$ cat config.mk
export PLATFORM = sky130hd
export DESIGN_NAME = dual_wiper_i2c
export DESIGN_NICKNAME = d
export VERILOG_FILES = /design/src/rtl/wiper_pkg.sv /design/src/rtl/sync_chain.sv /design/src/rtl/bus_cond_detect.sv /design/src/rtl/wiper_frame_fsm.sv /design/src/rtl/wiper_chan.sv /design/src/rtl/dual_wiper_i2c.sv
export SDC_FILE = /design/constraint.sdc
export NUM_CORES = 1
export LEC_CHECK = 0
export BUFFER_PORTS_ARGS = -buffer_cell sky130_fd_sc_hd__buf_4
export CAP_MARGIN = 10
export CORE_AREA = 2 2 210 212
export DETAILED_ROUTE_END_ITERATION = 16
export DIE_AREA = 0 0 212 214
export GPL_ROUTABILITY_DRIVEN = 1
export PLACE_DENSITY = 0.44
export SLEW_MARGIN = 20
export SYNTH_ARGS = -nofsm -noshare
export SYNTH_HDL_FRONTEND = slang
export SYNTH_SLANG_ARGS = --single-unit
$ cat constraint.sdc
create_clock -name clk_i -period 2.4 [get_ports clk_i]
set_input_delay 0.72 -clock clk_i [delete_from_list [all_inputs] [get_ports clk_i]]
set_output_delay 0.72 -clock clk_i [all_outputs]
set_load 0.01 [all_outputs]
$ cat src/rtl/wiper_pkg.sv
package wiper_pkg;
  localparam int BYTE_W     = 8;
  localparam int NUM_WIPERS = 2;
  localparam int SEL_A      = 0;
  localparam int SEL_B      = 1;

  typedef enum logic [2:0] {
    ST_IDLE,
    ST_ADDR,
    ST_CMD,
    ST_DATA,
    ST_DONE,
    ST_IGNORE
  } frame_st_t;
endpackage

$ cat src/rtl/sync_chain.sv
module sync_chain #(
  parameter int   STAGES  = 2,
  parameter logic RST_VAL = 1'b1
) (
  input  logic clk_i,
  input  logic rst_ni,
  input  logic d_i,
  output logic q_o
);
  logic [STAGES-1:0] ff_q;

  generate
    for (genvar s = 0; s < STAGES; s++) begin : g_stage
      if (s == 0) begin : g_first
        always_ff @(posedge clk_i or negedge rst_ni)
          if (!rst_ni) ff_q[s] <= RST_VAL;
          else         ff_q[s] <= d_i;
      end else begin : g_next
        always_ff @(posedge clk_i or negedge rst_ni)
          if (!rst_ni) ff_q[s] <= RST_VAL;
          else         ff_q[s] <= ff_q[s-1];
      end
    end
  endgenerate

  assign q_o = ff_q[STAGES-1];
endmodule

$ cat src/rtl/bus_cond_detect.sv
module bus_cond_detect #(
  parameter int SYNC_STAGES = 2
) (
  input  logic clk_i,
  input  logic rst_ni,
  input  logic scl_i,
  input  logic sda_i,
  output logic sda_s_o,
  output logic scl_rise_o,
  output logic scl_fall_o,
  output logic start_o,
  output logic stop_o
);
  logic scl_s, sda_s;
  logic scl_prev_q, sda_prev_q;

  sync_chain #(.STAGES(SYNC_STAGES), .RST_VAL(1'b1)) u_scl_sync (
    .clk_i (clk_i), .rst_ni(rst_ni), .d_i(scl_i), .q_o(scl_s)
  );
  sync_chain #(.STAGES(SYNC_STAGES), .RST_VAL(1'b1)) u_sda_sync (
    .clk_i (clk_i), .rst_ni(rst_ni), .d_i(sda_i), .q_o(sda_s)
  );

  always_ff @(posedge clk_i or negedge rst_ni) begin
    if (!rst_ni) begin
      scl_prev_q <= 1'b1;
      sda_prev_q <= 1'b1;
    end else begin
      scl_prev_q <= scl_s;
      sda_prev_q <= sda_s;
    end
  end

  // SDA moves while SCL is steady high: a bus condition, never a data bit
  logic scl_held_high;
  assign scl_held_high = scl_s & scl_prev_q;

  assign sda_s_o    = sda_s;
  assign scl_rise_o = scl_s & ~scl_prev_q;
  assign scl_fall_o = ~scl_s & scl_prev_q;
  assign start_o    = scl_held_high & sda_prev_q & ~sda_s;
  assign stop_o     = scl_held_high & ~sda_prev_q & sda_s;
endmodule

$ cat src/rtl/wiper_frame_fsm.sv
module wiper_frame_fsm
  import wiper_pkg::*;
#(
  parameter logic [6:0] DEV_ADDR = 7'h2C,
  parameter int         POS_W    = 8
) (
  input  logic                  clk_i,
  input  logic                  rst_ni,
  input  logic                  sda_s_i,
  input  logic                  scl_rise_i,
  input  logic                  scl_fall_i,
  input  logic                  start_i,
  input  logic                  stop_i,
  output logic                  sda_pull_o,
  output logic [NUM_WIPERS-1:0] wr_sel_o,
  output logic [POS_W-1:0]      wr_data_o,
  output frame_st_t             state_o
);
  localparam int               CNT_W    = $clog2(BYTE_W + 1);
  localparam logic [CNT_W-1:0] LAST_BIT = CNT_W'(BYTE_W);

  frame_st_t              st_q;
  logic [CNT_W-1:0]       cnt_q;
  logic [BYTE_W-1:0]      shreg_q;
  logic [NUM_WIPERS-1:0]  cmd_q;
  logic                   ack_ph_q;
  logic                   pull_q;
  logic [NUM_WIPERS-1:0]  wr_sel_q;
  logic [POS_W-1:0]       wr_data_q;
  logic                   addr_hit;

  assign addr_hit = (shreg_q[BYTE_W-1:1] == DEV_ADDR) && !shreg_q[0];

  always_ff @(posedge clk_i or negedge rst_ni) begin
    if (!rst_ni) begin
      st_q      <= ST_IDLE;
      cnt_q     <= '0;
      shreg_q   <= '0;
      cmd_q     <= '0;
      ack_ph_q  <= 1'b0;
      pull_q    <= 1'b0;
      wr_sel_q  <= '0;
      wr_data_q <= '0;
    end else begin
      wr_sel_q <= '0;
      if (start_i) begin
        st_q     <= ST_ADDR;
        cnt_q    <= '0;
        ack_ph_q <= 1'b0;
        pull_q   <= 1'b0;
      end else if (stop_i) begin
        st_q     <= ST_IDLE;
        cnt_q    <= '0;
        ack_ph_q <= 1'b0;
        pull_q   <= 1'b0;
      end else if (scl_rise_i && !ack_ph_q && cnt_q != LAST_BIT) begin
        shreg_q <= {shreg_q[BYTE_W-2:0], sda_s_i};
        cnt_q   <= cnt_q + CNT_W'(1);
      end else if (scl_fall_i && ack_ph_q) begin
        ack_ph_q <= 1'b0;
        pull_q   <= 1'b0;
        cnt_q    <= '0;
      end else if (scl_fall_i && cnt_q == LAST_BIT) begin
        ack_ph_q <= 1'b1;
        unique case (st_q)
          ST_ADDR: begin
            if (addr_hit) begin
              pull_q <= 1'b1;
              st_q   <= ST_CMD;
            end else begin
              st_q   <= ST_IGNORE;
            end
          end
          ST_CMD: begin
            cmd_q  <= shreg_q[NUM_WIPERS-1:0];
            pull_q <= 1'b1;
            st_q   <= ST_DATA;
          end
          ST_DATA: begin
            wr_sel_q  <= cmd_q;
            wr_data_q <= shreg_q[POS_W-1:0];
            pull_q    <= 1'b1;
            st_q      <= ST_DONE;
          end
          default: ;
        endcase
      end
    end
  end

  assign sda_pull_o = pull_q;
  assign wr_sel_o   = wr_sel_q;
  assign wr_data_o  = wr_data_q;
  assign state_o    = st_q;
endmodule

$ cat src/rtl/wiper_chan.sv
module wiper_chan #(
  parameter int               POS_W   = 8,
  parameter logic [POS_W-1:0] RST_POS = POS_W'(1 << (POS_W - 1)),
  localparam int              NTAPS   = 1 << POS_W
) (
  input  logic             clk_i,
  input  logic             rst_ni,
  input  logic             wr_en_i,
  input  logic [POS_W-1:0] wr_data_i,
  output logic [POS_W-1:0] pos_o,
  output logic [NTAPS-1:0] tap_o
);
  logic [POS_W-1:0] pos_q;

  always_ff @(posedge clk_i or negedge rst_ni)
    if (!rst_ni)      pos_q <= RST_POS;
    else if (wr_en_i) pos_q <= wr_data_i;

  generate
    for (genvar t = 0; t < NTAPS; t++) begin : g_tap
      assign tap_o[t] = (pos_q == POS_W'(t));
    end
  endgenerate

  assign pos_o = pos_q;
endmodule

$ cat src/rtl/dual_wiper_i2c.sv
module dual_wiper_i2c
  import wiper_pkg::*;
#(
  parameter logic [6:0] DEV_ADDR    = 7'h2C,
  parameter int         POS_W       = 8,
  parameter int         SYNC_STAGES = 2,
  localparam int        NTAPS       = 1 << POS_W
) (
  input  logic             clk_i,
  input  logic             rst_ni,
  input  logic             scl_i,
  input  logic             sda_i,
  output logic             sda_pull_o,
  output logic [POS_W-1:0] wiper_a_o,
  output logic [POS_W-1:0] wiper_b_o,
  output logic [NTAPS-1:0] tap_a_o,
  output logic [NTAPS-1:0] tap_b_o
);
  logic                  sda_s, scl_rise, scl_fall, start_det, stop_det;
  logic [NUM_WIPERS-1:0] wr_sel;
  logic [POS_W-1:0]      wr_data;
  frame_st_t             frame_st;
  logic [POS_W-1:0]      pos_all [NUM_WIPERS];
  logic [NTAPS-1:0]      tap_all [NUM_WIPERS];

  bus_cond_detect #(.SYNC_STAGES(SYNC_STAGES)) u_cond (
    .clk_i      (clk_i),
    .rst_ni     (rst_ni),
    .scl_i      (scl_i),
    .sda_i      (sda_i),
    .sda_s_o    (sda_s),
    .scl_rise_o (scl_rise),
    .scl_fall_o (scl_fall),
    .start_o    (start_det),
    .stop_o     (stop_det)
  );

  wiper_frame_fsm #(.DEV_ADDR(DEV_ADDR), .POS_W(POS_W)) u_fsm (
    .clk_i      (clk_i),
    .rst_ni     (rst_ni),
    .sda_s_i    (sda_s),
    .scl_rise_i (scl_rise),
    .scl_fall_i (scl_fall),
    .start_i    (start_det),
    .stop_i     (stop_det),
    .sda_pull_o (sda_pull_o),
    .wr_sel_o   (wr_sel),
    .wr_data_o  (wr_data),
    .state_o    (frame_st)
  );

  generate
    for (genvar c = 0; c < NUM_WIPERS; c++) begin : g_chan
      wiper_chan #(.POS_W(POS_W)) u_chan (
        .clk_i     (clk_i),
        .rst_ni    (rst_ni),
        .wr_en_i   (wr_sel[c]),
        .wr_data_i (wr_data),
        .pos_o     (pos_all[c]),
        .tap_o     (tap_all[c])
      );
    end
  endgenerate

  assign wiper_a_o = pos_all[SEL_A];
  assign wiper_b_o = pos_all[SEL_B];
  assign tap_a_o   = tap_all[SEL_A];
  assign tap_b_o   = tap_all[SEL_B];
endmodule

==> reports/qor.yml, run 1 <==
critPathMaxStageDelay_ns: 0.48
hp-class: "reg -> reg"
period_needed_ns: 2.393
num-fill-cells: 4789
tightestPinTransition_ns: 0.6560
whs_ns: 0.3563
gr-total-overflow: 0
grt_usage: 0.1401
io_buffers: 532
end_kind: "output pin"
path_cells: "nor2b_4, buf_6, nand3_4, buf_12, nor2_4, buf_4"
layout-area-overhead-vs-synth_pct: 129.6
fin_setup_tns_ns: 0
gp_congestion: 0.8214
path_class: "reg -> out"
fin_skew_ns: 0.006036
cts_root_buffer: "clkbuf_16"
drtAntennaViolNets: 0
nets: 1397
postSynthAreaPerCell_um2: 5.744
wl_per_cell_um: 18.04
syn_inst: 812
placed_cell_area_um2: 9884
final_layout_size_suffix_gt1_frac: 0.5507
finalSetupViolations: 0
path_max_fanout: 7
max_freq_mhz: 417.9
die_h_um: 214
p_clk_frac: 0.389
intPower_uw: 1419
htreeDepth: 2
drc: 0
numClockSinks: 51
hpwl_mm: 27.52
clk_latency_ns: 0.29
combPwrFrac: 0.070
fin_crit_sh: 0.9969
cpMaxStageDelayCell: "dfrtp_2"
wl_mm: 35.65
status: "complete, no violations"
worstSetupStartpointType: "flop"
numCtsBuffers: 5
clock_path_buffers: 2
antennaDiodeCount: 0
via_per_inst: 3.914
row_count: 76
clk_pin_slew_ns: 0.07
rsz0062_at_grt: "true"
grt_pass1_wl_mm: 47.83
grt_pass1_vias: 6690
vias: 7734
yosysSeqAreaShare: 0.2758
final_common_cell: "buf_4"
hold_viol_final: 0
maxSlewViolCount: 0
p_per_area_nw_per_um2: 173.6
design_area_um2: 10710
die_w_um: 212
ir_worst_vdd_uv: 290.3
crit_required_ns: 1.68
seqPwrFrac: 0.541
crit_family: "flip-flops"
critical_path_arrival_ns: 1.67
synth_area_um2: 4664
ys_warn_count: 0
grt_start_max_net_pins: 52
core_area_um2: 42890
utilization: 0.2497
dieArea_um2: 45370
antenna_found_initial: 0
pin_count: 533
ys_types: 36
relSlewSlack: 0.5627
first_iter_violations: 536
ys_ff_latch: 51
layout_common_cells: "buf_4 (587), nor2_1 (498), nand2_1 (39), buf_6 (39), mux2_2 (31)"
cts_tree: "built"
initial_utilization: 0.1088
holdBufCountCts: 0
syn_nets: 818
p_leak_uw: 0.005072
worst-path-buf-inv: 3
netSwitchingPower_uw: 440.1
first_pass_iters: 5
cap_viol_max_count: 0
sw_frac_of_total: 0.2367
worst reg2reg max path, cell delays in order, from the launching register on:
cell	delay [ns]
dfrtp_1	0.42
inv_1	0.07
ha_1	0.19
nand3b_4	0.14
nor3_4	0.30
nand4_4	0.25
mux2_1	0.37
timing repair:
| item | 4_1_cts | 5_1_grt |
|---|---|---|
| setup endpoints to repair | 324 | 489 |
| buffers inserted | 4 | 12 |
| gates resized for setup | 32 | 127 |
| gates cloned | 1 | 2 |
| pin swaps | 0 | 8 |
synthesized netlist by cell type (all sizes together):
master / n / area [um^2]
nor3: 1 / 16.27
nand3: 26 / 130.1
and4b: 1 / 10.01
nor2b: 16 / 100.1
a2111oi: 1 / 15.01
ha: 2 / 25.02
nand2: 42 / 157.7
mux2: 34 / 382.9
a311o: 1 / 10.01
o21ba: 1 / 10.01
a211oi: 1 / 7.510
xor2: 2 / 17.52
nor4b: 1 / 8.760
nor2: 531 / 1993
dfrtp: 43 / 1076
o21ai: 4 / 20.02
o211ai: 2 / 15.01
o221ai: 1 / 8.760
a21oi: 1 / 5.000
nand2b: 2 / 15.02
nand4b: 2 / 17.52
inv: 7 / 26.28
clkbuf: 67 / 251.5
o21bai: 1 / 7.510
xnor2: 1 / 8.760
nor3b: 1 / 12.51
o41ai: 1 / 8.760
buf: 1 / 5.000
nand4: 7 / 58.81
nand3b: 2 / 27.53
dfstp: 8 / 210.2
nor4: 1 / 6.260
per-stage QoR:
stage,std cells,setup slack [ns],power (uW)
after floorplan,812,0.2322,1098
after global placement,1951,0.04418,1150
after detailed placement,1951,0.08844,1153
after CTS,1963,-0.05333,1888
after global routing,1976,-0.07366,1953
final,1976,0.007350,1859
power groups by stage:
stage / registers [uW] / clock network (uW) / logic (uW)
global route: 1010 / 789 / 149
floorplan: 997 / 0 / 102
detailed placement: 1020 / 0 / 133
finish: 1010 / 723 / 131
CTS: 1000 / 750 / 134
global placement: 1020 / 0 / 131
final timing paths:
check                                                from                        end  slack, ns  cells after the start
worst max-delay path            g_chan[1].u_chan.pos_o[0]               tap_b_o[189]      0.007                      6
worst min-delay path            u_cond.u_scl_sync.ff_q[0]      u_cond.u_scl_sync.q_o       0.36                      0
worst max register to register             u_fsm.cnt_q[0]         u_fsm.wr_data_o[4]       0.54                      6
worst min register to register  u_cond.u_scl_sync.ff_q[0]      u_cond.u_scl_sync.q_o       0.36                      0
max in group asynchronous                          rst_ni  g_chan[1].u_chan.pos_o[6]       1.46                      1
min in group asynchronous                          rst_ni             u_fsm.ack_ph_q       0.46                      1
routing by layer:
layer / vias to the layer above / part of all wire / track usage
met4: 0 / 0.015 / 0.02817
li1: 3663 / - / -
met2: 321 / 0.50 / 0.2487
met1: 3719 / 0.43 / 0.1782
met3: 31 / 0.060 / 0.02096
met5: - / 0 / 0
kinds of logic (layout without fill, tap and decap cells):
logic type | after synthesis | after routing | share of synthesized area
AND/OR/NAND/NOR | 633 | 633 | 0.5475
buffers and inverters | 75 | 654 | 0.06062
flip-flops | 51 | 51 | 0.2758
multiplexers | 34 | 34 | 0.08208
AO/OA/AOI/OAI | 14 | 14 | 0.02307
XOR/XNOR | 3 | 3 | 0.005634
adder cells (fa/ha/maj) | 2 | 2 | 0.005364
registers in the layout (all words and copies together), names as in the netlist, 2 cells and up:
signal	flops
u_fsm.cnt_q	4
u_fsm.cmd_q	2
u_fsm.wr_data_o	8
u_fsm.state_o	3
u_fsm.wr_sel_o	2
u_fsm.shreg_q	8
g_chan.u_chan.pos_o	16
layout make-up:
cell class                      count  area [um^2]  area share
Timing Repair Buffer              640         5076      0.4741
Multi-Input combinational cell    686         3423      0.3197
Sequential cell                    51         1303      0.1216
Tap cell                          585        732.0     0.06836
Clock buffer                        6        138.9     0.01297
Inverter                            7        26.28    0.002454
Clock inverter                      1        8.758   0.0008179
No activity file was read; power rests on OpenSTA's default activity.
==> run 2, diff against run 1 <==
--- a/config.mk
+++ b/config.mk
@@ -12,6 +12,7 @@
 export DIE_AREA = 0 0 212 214
 export GPL_ROUTABILITY_DRIVEN = 1
 export PLACE_DENSITY = 0.44
+export RECOVER_POWER = 50
 export SLEW_MARGIN = 20
 export SYNTH_ARGS = -nofsm -noshare
 export SYNTH_HDL_FRONTEND = slang
==> run 2 against run 1 <==
Net effect: wire length barely moved; cell count did not move; hold slack improved by 0.0053 ns; highest routed layer unchanged; die area did not move; first-iteration DRC count rose by 2.4%; clock skew barely moved; non-clock buffer count did not move; combinational power barely moved; utilization barely moved; critical path depth did not move; cell area fell by 0.16%; largest cell class unchanged; global-route usage did not move.
==> reports/qor.yml, run 2 (synthesis gave the netlist of run 1 again) <==
pin_count: 533  # unchanged
tightestPinTransition_ns: 1.272  # was 0.6560 ns
layout_common_cells: "buf_4 (583), nor2_1 (498), nand2_1 (39), buf_6 (39), mux2_2 (31)"  # was buf_4 (587), nor2_1 (498), nand2_1 (39), buf_6 (39), mux2_2 (31)
gp_congestion: 0.8214  # unchanged
drtAntennaViolNets: 0  # unchanged
cts_tree: "built"  # unchanged
finalSetupViolations: 0  # unchanged
first_iter_violations: 549  # was 536
end_kind: "output pin"  # unchanged
nets: 1397  # unchanged
utilization: 0.2493  # was 0.2497
relSlewSlack: 0.1522  # was 0.5627
p_per_area_nw_per_um2: 173.9  # was 173.6 nW/um^2
largest_reg_flops: 16  # unchanged
hpwl_mm: 27.52  # unchanged
row_count: 76  # unchanged
design_area_um2: 10690  # was 10710 um^2
path_max_fanout: 7  # unchanged
die_w_um: 212  # unchanged
p_leak_uw: 0.005065  # was 0.005072 uW
maxSlewViolCount: 0  # unchanged
status: "complete, no violations"  # unchanged
grt_pass1_vias: 6690  # unchanged
hold_viol_final: 0  # unchanged
die_h_um: 214  # unchanged
first_pass_iters: 5  # unchanged
placed_cells_incl_taps: 1951  # unchanged
fin_skew_ns: 0.006103  # was 0.006036 ns
via_per_inst: 3.942  # was 3.914
grt_usage: 0.1401  # unchanged
antenna_found_initial: 0  # unchanged
hp-class: "reg -> reg"  # unchanged
wl_per_cell_um: 18.05  # was 18.04 um
cts_root_buffer: "clkbuf_16"  # unchanged
period_needed_ns: 2.393  # about the same
antennaDiodeCount: 0  # unchanged
core_area_um2: 42890  # unchanged
layout-area-overhead-vs-synth_pct: 129.2  # was 129.6%
wl_mm: 35.67  # was 35.65 mm
htreeDepth: 2  # unchanged
drc: 0  # unchanged
dieArea_um2: 45370  # unchanged
final_layout_size_suffix_gt1_frac: 0.5478  # was 0.5507
ir_worst_vdd_uv: 291.9  # was 290.3 uV
io_buffers: 532  # unchanged
path_class: "reg -> out"  # unchanged
place_ws_ns: 0.08844  # unchanged
cap_viol_max_count: 0  # unchanged
clock_path_buffers: 2  # unchanged
final_common_cell: "buf_4"  # unchanged
fin_crit_sh: 0.9969  # about the same
placed_cell_area_um2: 9884  # unchanged
numCtsBuffers: 5  # unchanged
setup_ws_ns: 0.007488  # was 0.007350 ns
grt_pass1_wl_mm: 47.83  # unchanged
rsz0062_at_grt: "true"  # unchanged
critical_path_arrival_ns: 1.67  # about the same
initial_utilization: 0.1088  # unchanged
gr-total-overflow: 0  # unchanged
clk_latency_ns: 0.29  # about the same
fin_cells: 1976  # unchanged
crit_required_ns: 1.68  # about the same
worstSetupStartpointType: "flop"  # unchanged
clk_pin_slew_ns: 0.07  # about the same
grt_start_max_net_pins: 52  # unchanged
max_freq_mhz: 418.0  # was 417.9 MHz
vias: 7790  # was 7734
numClockSinks: 51  # unchanged
==> run 2: cell type report <==
class,instances,area [um^2]
fill,4792,32200
timing repair buffer,640,5070
multi-input combinational,686,3412
sequential,51,1303
tap,585,732.0
clock buffer,6,138.9
inverter,7,26.28
clock inverter,1,8.758
==> run 2: report_power, final <==
part	internal (uW)	switching, uW	total [uW]
combinational	71.2	58.5	130
clock	413	312	725
sequential	933	71.2	1000
total	1420	441	1860
==> run 2: timing repair <==
item / CTS / global route
gates resized for setup: 32 / 127
pin swaps: 0 / 8
setup buffers: 4 / 12
hold buffers: 0 / 0
gates cloned: 1 / 2
endpoints found under the setup margin: 324 / 489
==> run 2: worst max-delay path, stage by stage (launching register included) <==
cell     delay [ns]
dfrtp_2        0.48
nor2b_4        0.20
buf_6          0.12
nand3_4        0.15
buf_12         0.20
nor2_4         0.11
buf_4          0.12
==> run 2: worst paths after layout <==
kind	start	end	slack [ns]	depth (start not counted)
hold reg to reg	u_cond.u_scl_sync.ff_q[0]	u_cond.u_scl_sync.q_o	0.36	0
hold / removal	u_cond.u_scl_sync.ff_q[0]	u_cond.u_scl_sync.q_o	0.36	0
setup / recovery	g_chan[1].u_chan.pos_o[0]	tap_b_o[189]	0.007	6
min in group asynchronous	rst_ni	u_fsm.ack_ph_q	0.70	1
setup reg to reg	u_fsm.cnt_q[0]	u_fsm.wr_data_o[4]	0.19	6
max in group asynchronous	rst_ni	g_chan[0].u_chan.pos_o[0]	0.84	1
==> run 2: metrics by stage <==
stage	setup TNS [ns]	power, uW	hold slack (ns)
5_1_grt	-2.175	1951	0.3706
3_5_place_dp	0	1153	0.3476
6_report	0	1859	0.3616
4_1_cts	-1.781	1888	0.3577
3_3_place_gp	0	1150	0.3458
2_1_floorplan	0	1098	0.3452
==> run 2: per-layer routing <==
layer  up-vias  global-route usage  part of all wire
met4         0             0.02817             0.015
li1       3664                   -                 -
met1      3763              0.1782              0.43
met5         -                   0                 0
met3        29             0.02096             0.059
met2       334              0.2487              0.50
